`config.mk`:
```
export PLATFORM = sky130hd
export DESIGN_NAME = xfer_csr_bank
export DESIGN_NICKNAME = d
export VERILOG_FILES = /design/src/rtl/xfer_csr_pkg.sv /design/src/rtl/xfer_csr_decode.sv /design/src/rtl/xfer_csr_chan.sv /design/src/rtl/xfer_csr_bank.sv
export SDC_FILE = /design/constraint.sdc
export NUM_CORES = 1
export LEC_CHECK = 0
export BUFFER_PORTS_ARGS = -buffer_cell sky130_fd_sc_hd__buf_2
export CAP_MARGIN = 20
export CORE_ASPECT_RATIO = 1.5
export CORE_MARGIN = 2
export CORE_UTILIZATION = 30
export DETAILED_ROUTE_END_ITERATION = 12
export GPL_ROUTABILITY_DRIVEN = 0
export GPL_TIMING_DRIVEN = 0
export SLEW_MARGIN = 20
export SYNTH_ARGS = -nofsm -noshare
export SYNTH_HDL_FRONTEND = slang
export SYNTH_HIERARCHICAL = 1
export SYNTH_SLANG_ARGS = --single-unit
```
`constraint.sdc`:
```
create_clock -name clk -period 2.31 [get_ports clk]
set_input_delay 0.693 -clock clk [delete_from_list [all_inputs] [get_ports clk]]
set_output_delay 0.693 -clock clk [all_outputs]
set_load 0.02 [all_outputs]
```
`src/rtl/xfer_csr_pkg.sv`:
```
package xfer_csr_pkg;
    localparam int DATA_W    = 32;
    localparam int WIN_BYTES = 48;
    localparam int WIN_WORDS = WIN_BYTES / 4;
    localparam int IDX_W     = $clog2(WIN_WORDS);
    localparam int NFLAG     = 3;
    localparam int FLAG_LSB  = 12;
    localparam int MIR_W     = 8;

    localparam logic [IDX_W-1:0] IDX_CTRL = IDX_W'(0);
    localparam logic [IDX_W-1:0] IDX_STAT = IDX_W'(1);
    localparam logic [IDX_W-1:0] IDX_TAIL = IDX_W'(4);

    localparam int BIT_RUN  = 0;
    localparam int BIT_TAIL = 1;
    localparam int BIT_SRST = 2;

    localparam logic [DATA_W-1:0] CTRL_INIT = 32'h0001_0002;

    typedef struct packed {
        logic [DATA_W-1:0]                ctrl;
        logic                             halted;
        logic                             idle;
        logic [NFLAG-1:0]                 flags;
        logic [WIN_WORDS-1:0][DATA_W-1:0] words;
    } chan_state_t;

    typedef struct packed {
        logic [DATA_W-1:0] rdata;
        logic              rvalid;
        logic              kick;
    } bank_state_t;
endpackage

```
`src/rtl/xfer_csr_decode.sv`:
```
module xfer_csr_decode
    import xfer_csr_pkg::*;
#(
    parameter int ADDR_W = 8,
    parameter int NCH    = 2,
    localparam int CH_W  = (NCH > 1) ? $clog2(NCH) : 1
) (
    input  logic [ADDR_W-1:0] addr,
    output logic [CH_W-1:0]   ch,
    output logic [IDX_W-1:0]  idx
);
    logic [ADDR_W-1:0] quot;
    logic [ADDR_W-1:0] rem;

    always_comb begin
        quot = addr / ADDR_W'(WIN_BYTES);
        rem  = addr % ADDR_W'(WIN_BYTES);
        ch   = quot[CH_W-1:0];
        idx  = rem[IDX_W+1:2];
    end
endmodule

```
`src/rtl/xfer_csr_chan.sv`:
```
module xfer_csr_chan
    import xfer_csr_pkg::*;
(
    input  logic              clk,
    input  logic              rst_n,
    input  logic              wr_en,
    input  logic              rd_en,
    input  logic [IDX_W-1:0]  idx,
    input  logic [DATA_W-1:0] wdata,
    input  logic              idle_set,
    input  logic [NFLAG-1:0]  flag_set,
    input  logic [MIR_W-1:0]  coal_val,
    input  logic [MIR_W-1:0]  dly_val,
    output logic [DATA_W-1:0] rd_word,
    output logic              run,
    output logic              idle,
    output logic              halted,
    output logic              irq
);
    chan_state_t s_d, s_q;
    logic [DATA_W-1:0] ctrl_new;

    always_comb begin
        s_d      = s_q;
        ctrl_new = wdata | DATA_W'(1 << BIT_TAIL) | (s_q.ctrl & DATA_W'(1 << BIT_SRST));
        if (rd_en && idx == IDX_CTRL) begin
            s_d.ctrl[BIT_SRST] = 1'b0;
        end
        if (wr_en) begin
            if (idx == IDX_CTRL) begin
                if (ctrl_new[BIT_SRST]) begin
                    s_d.ctrl   = CTRL_INIT | DATA_W'(1 << BIT_SRST);
                    s_d.halted = 1'b1;
                    s_d.idle   = 1'b0;
                    s_d.flags  = '0;
                end else begin
                    s_d.ctrl = ctrl_new;
                    if (ctrl_new[BIT_RUN]) begin
                        s_d.halted = 1'b0;
                        s_d.idle   = 1'b0;
                    end
                end
            end else if (idx == IDX_STAT) begin
                s_d.flags = s_q.flags & ~wdata[FLAG_LSB +: NFLAG];
            end else if (int'(idx) < WIN_WORDS) begin
                s_d.words[idx] = wdata;
                if (idx == IDX_TAIL) begin
                    s_d.idle = 1'b0;
                end
            end
        end
        if (idle_set) begin
            s_d.idle = 1'b1;
        end
        s_d.flags = s_d.flags | flag_set;
    end

    always_ff @(posedge clk or negedge rst_n) begin
        if (!rst_n) begin
            s_q.ctrl   <= CTRL_INIT;
            s_q.halted <= 1'b1;
            s_q.idle   <= 1'b0;
            s_q.flags  <= '0;
            s_q.words  <= '0;
        end else begin
            s_q <= s_d;
        end
    end

    always_comb begin
        if (idx == IDX_CTRL) begin
            rd_word = s_q.ctrl & ~DATA_W'(1 << BIT_SRST);
        end else if (idx == IDX_STAT) begin
            rd_word = {dly_val, coal_val, 1'b0, s_q.flags, 10'b0, s_q.idle, s_q.halted};
        end else if (int'(idx) < WIN_WORDS) begin
            rd_word = s_q.words[idx];
        end else begin
            rd_word = '0;
        end
        run    = s_q.ctrl[BIT_RUN];
        idle   = s_q.idle;
        halted = s_q.halted;
        irq    = |(s_q.flags & s_q.ctrl[FLAG_LSB +: NFLAG]);
    end

    // a control read leaves no reset pending
    a_r5_read_clears_srst: assert property (@(posedge clk) disable iff (!rst_n)
        (rd_en && !wr_en && idx == IDX_CTRL) |=> !s_q.ctrl[BIT_SRST]);

    // reset request halts and stops the channel
    a_r4_srst_halts: assert property (@(posedge clk) disable iff (!rst_n)
        (wr_en && idx == IDX_CTRL && (wdata[BIT_SRST] || s_q.ctrl[BIT_SRST])) |=> (halted && !run));

    // run write with no reset clears halted and idle
    a_r6_run_starts: assert property (@(posedge clk) disable iff (!rst_n)
        (wr_en && idx == IDX_CTRL && wdata[BIT_RUN] && !wdata[BIT_SRST]
         && !s_q.ctrl[BIT_SRST] && !idle_set) |=> (!halted && !idle && run));

    // a status write from the bus never sets a flag
    a_r7_w1c_never_sets: assert property (@(posedge clk) disable iff (!rst_n)
        (wr_en && idx == IDX_STAT && flag_set == '0) |=> ((s_q.flags & ~$past(s_q.flags)) == '0));
endmodule

```
`src/rtl/xfer_csr_bank.sv`:
```
module xfer_csr_bank
    import xfer_csr_pkg::*;
#(
    parameter int ADDR_W = 8,
    parameter int NCH    = 2,
    localparam int CH_W  = (NCH > 1) ? $clog2(NCH) : 1
) (
    input  logic                   clk,
    input  logic                   rst_n,
    input  logic                   wr,
    input  logic                   rd,
    input  logic [ADDR_W-1:0]      addr,
    input  logic [DATA_W-1:0]      wdata,
    output logic [DATA_W-1:0]      rdata,
    output logic                   rvalid,
    input  logic [NCH-1:0]         eng_idle_set,
    input  logic [NCH*NFLAG-1:0]   eng_flag_set,
    input  logic [NCH*MIR_W-1:0]   coal_cnt,
    input  logic [NCH*MIR_W-1:0]   dly_cnt,
    output logic [NCH-1:0]         run,
    output logic [NCH-1:0]         idle,
    output logic [NCH-1:0]         halted,
    output logic                   kick,
    output logic [NCH-1:0]         irq
);
    logic [CH_W-1:0]              sel_ch;
    logic [IDX_W-1:0]             sel_idx;
    logic [NCH-1:0][DATA_W-1:0]   rd_words;
    bank_state_t                  b_d, b_q;

    xfer_csr_decode #(.ADDR_W(ADDR_W), .NCH(NCH)) u_dec (
        .addr (addr),
        .ch   (sel_ch),
        .idx  (sel_idx)
    );

    for (genvar c = 0; c < NCH; c++) begin : g_chan
        logic hit;
        assign hit = (int'(sel_ch) == c);
        xfer_csr_chan u_chan (
            .clk      (clk),
            .rst_n    (rst_n),
            .wr_en    (wr && hit),
            .rd_en    (rd && hit),
            .idx      (sel_idx),
            .wdata    (wdata),
            .idle_set (eng_idle_set[c]),
            .flag_set (eng_flag_set[c*NFLAG +: NFLAG]),
            .coal_val (coal_cnt[c*MIR_W +: MIR_W]),
            .dly_val  (dly_cnt[c*MIR_W +: MIR_W]),
            .rd_word  (rd_words[c]),
            .run      (run[c]),
            .idle     (idle[c]),
            .halted   (halted[c]),
            .irq      (irq[c])
        );
    end

    always_comb begin
        b_d        = b_q;
        b_d.rvalid = rd;
        if (rd) begin
            b_d.rdata = rd_words[sel_ch];
        end
        b_d.kick = wr && sel_ch == '0 && sel_idx == IDX_TAIL;
    end

    always_ff @(posedge clk or negedge rst_n) begin
        if (!rst_n) begin
            b_q <= '0;
        end else begin
            b_q <= b_d;
        end
    end

    assign rdata  = b_q.rdata;
    assign rvalid = b_q.rvalid;
    assign kick   = b_q.kick;

    // kick only follows a channel 0 tail write
    a_r9_kick_ch0_only: assert property (@(posedge clk) disable iff (!rst_n)
        kick |-> $past(wr && sel_ch == '0 && sel_idx == IDX_TAIL));

    // read data one cycle after the strobe
    a_r11_read_latency: assert property (@(posedge clk) disable iff (!rst_n)
        rd |=> rvalid);
endmodule

```
==> results.cfg <==
[route]
detailed_routing_iteration_count_for_the_pre_antenna_repair_pass = 4
avgViaCountPerCell = 5.06
wl_per_cell_um = 24.3
wirelength_um = 110000
drtAntennaViolNets = 0
remaining_drc_errors = 0
vias = 22832
drt_iter0_drc = 1700

[worst_setup_path]
timing.critical_path.fanout_max = 2
start_kind = flip-flop
crit_arrival_ns = 2.00
worstPathRequired_ns = 1.62
nature_of_the_critical_path_endpoint = output pin
critPathKind = reg2out

[power_and_ir_drop]
cellLeakagePower_nw = 19.9
report.power.total_mw = 40.4
power.density_mw_per_mm2 = 907
vdd.ir_drop.worst_mv = 0.494

[global_routing]
globalRouteOverflowTotal = 0
first_global_vias = 23994
antenna_found_initial = 5
maximum_number_of_pins_on_one_net_before_global_route_repair = 99
gr-usage-all-layers_pct = 18.2
grt_pass1_wl_um = 160000

[die]
ios = 126
placeableCoreArea_mm2 = 0.114
initial_core_util_pct = 30.2
die_area_mm2 = 0.118
dieWidth_um = 281
floorplan.rows = 152
die_height_um = 420

[final_layout]
layout_commonest_cell = dfrtp_1
layout_common_cells = dfrtp_1, mux2_2, mux2_4
layout-area-overhead-vs-synth_pct = 28.6
post_route_cells_drive_above_1_share_pct = 47.0
post_layout_utilization_of_the_core_pct = 38.9
fillCellCount = 10791
finalInstanceArea_mm2 = 0.0445
layout.nets = 2998

[timing]
timing_max_transition_violations_final = 0
unrepaired_setup_endpoints_after_global_routing = true
max_clock_freq_ghz = 0.371
hold_slack_ns = -0.00830
layout_min_cycle_time_ns = 2.69
maxSlewHeadroom_pct = 43.0
setup_viol = 318
worstMarginPinSlew_ns = 0.856
min_period_over_period_pct = 117
hold_violations = 6
finalWorstSetupSlack_ns = -0.382
fin_worst_skew_ns = 0.0170

[clocking]
cts_tree = yes
cts-htree-levels = 3
worst_skew_pair.late_latency_ns = 0.66
cts.sinks = 746
clk_transition_reported_paths_ns = 0.07
clk_root_buffer_cell = clkbuf_16
cts_buffer_depth = 3
numCtsBuffers = 72

[placed_design]
dpl.hpwl_um = 76400
numPortBuffers = 119
placedInstanceArea_mm2 = 0.0383
place_worst_setup_slack_ns = -1.62

[logic_synthesis]
syn-cell-area_mm2 = 0.0346
synth-edff-count = 0
synth_nets = 2668
ys_types = 61
yosys_register_bits = 746
post_synthesis_async_set_or_reset_flop_share_pct = 100
synth.yosys.seq_area_share_pct = 53.9
synth_flop_cell = dfrtp_1
netlist_instances = 2584
syn-mean-instance-area_um2 = 13.4
ys_warn_count = 6

[job]
maxCapViolCount = 0

[status]
failed_checks = hold timing, setup timing
status = finished with violations

[hold_path]
hp-class = in2async
cell usage after synthesis, types with 15 or more instances:
cell type	instances	area, um^2
nand4_1	19	119
o22ai_1	31	194
o21ai_0	120	601
buf_2	73	365
mux2_1	57	642
o32a_1	21	210
o221ai_1	19	166
nand2b_1	15	93.8
a21oi_1	63	315
mux2_2	593	6680
and2_1	23	144
buf_4	28	210
clkbuf_1	132	495
nor2_1	47	176
inv_1	41	154
mux2i_1	206	2060
nand2_1	109	409
o22a_1	29	254
dfrtp_1	742	18600
mux4_2	68	1530
a31o_2	16	140
a221oi_1	21	184
worst max-delay path, stage by stage (launching register included):
cell      delay, ns
dfrtp_1        0.42
a222oi_1       0.67
inv_1          0.08
buf_2          0.18
worst paths after layout:
| check | startpoint | end | slack (ns) | cells past startpoint |
|---|---|---|---|---|
| worst max-delay path | g_chan[1].u_chan/s_q[401] | irq[1] | -0.38 | 3 |
| worst min-delay path | rst_n | async pin | -0.008 | 1 |
| worst max register to register | g_chan[0].u_chan/s_q[391] | g_chan[0].u_chan/idle | 0.30 | 5 |
| worst min register to register | g_chan[0].u_chan/halted | g_chan[0].u_chan/halted | 0.47 | 2 |
| max in group asynchronous | rst_n | async pin | 0.35 | 5 |
| min in group clk | eng_idle_set[0] | g_chan[0].u_chan/idle | 0.23 | 2 |
metal layers:
layer / vias up / wire length (um) / GRT usage (%)
li1: 10058 / - / -
met1: 11960 / 42600 / 21.1
met2: 562 / 56900 / 32.5
met3: 250 / 4340 / 2.66
met4: 2 / 5760 / 9.03
met5: - / 12 / 0
kinds of logic after synthesis:
group | share of synthesized area (%)
simple gates | 3.77
compound gates | 6.77
mux | 31.5
flops | 53.9
buf+inv | 3.97
xor+xnor | 0.0253
area by class of cell:
cell class | count | area [um^2] | area share [%]
buffer | 237 | 2220 | 4.99
tap | 1540 | 1930 | 4.33
clock buffer | 98 | 2070 | 4.65
inverter | 44 | 166 | 0.374
timing repair buffer | 269 | 2820 | 6.33
antenna | 2 | 5.00 | 0.0112
sequential | 746 | 18700 | 41.9
clock inverter | 32 | 392 | 0.879
multi-input combinational | 1544 | 16300 | 36.5
power breakdown:
| group | switching (mW) | internal [mW] |
|---|---|---|
| sequential | 1.87 | 16.6 |
| clock | 5.34 | 7.21 |
| combinational | 4.03 | 5.36 |
| total | 11.2 | 29.2 |
through the flow:
stage | hold slack (ns) | instances | setup TNS [ns]
after global routing | 0.0264 | 4512 | -41.17
after floorplan | 0.397 | 2584 | -234.31
after global placement | 0.460 | 4243 | -
final | -0.00830 | 4512 | -28.45
after detailed placement | 0.458 | 4252 | -889.60
after CTS | -0.0197 | 4453 | -11.73
what timing repair did:
action	4_1_cts	5_1_grt
cloned	16	16
endpoints found under the hold margin	61	0
resized for setup	311	261
pin swaps	50	61
buffers inserted	62	58
endpoints found under the setup margin	738	722
(Power assumes the default switching activity.)
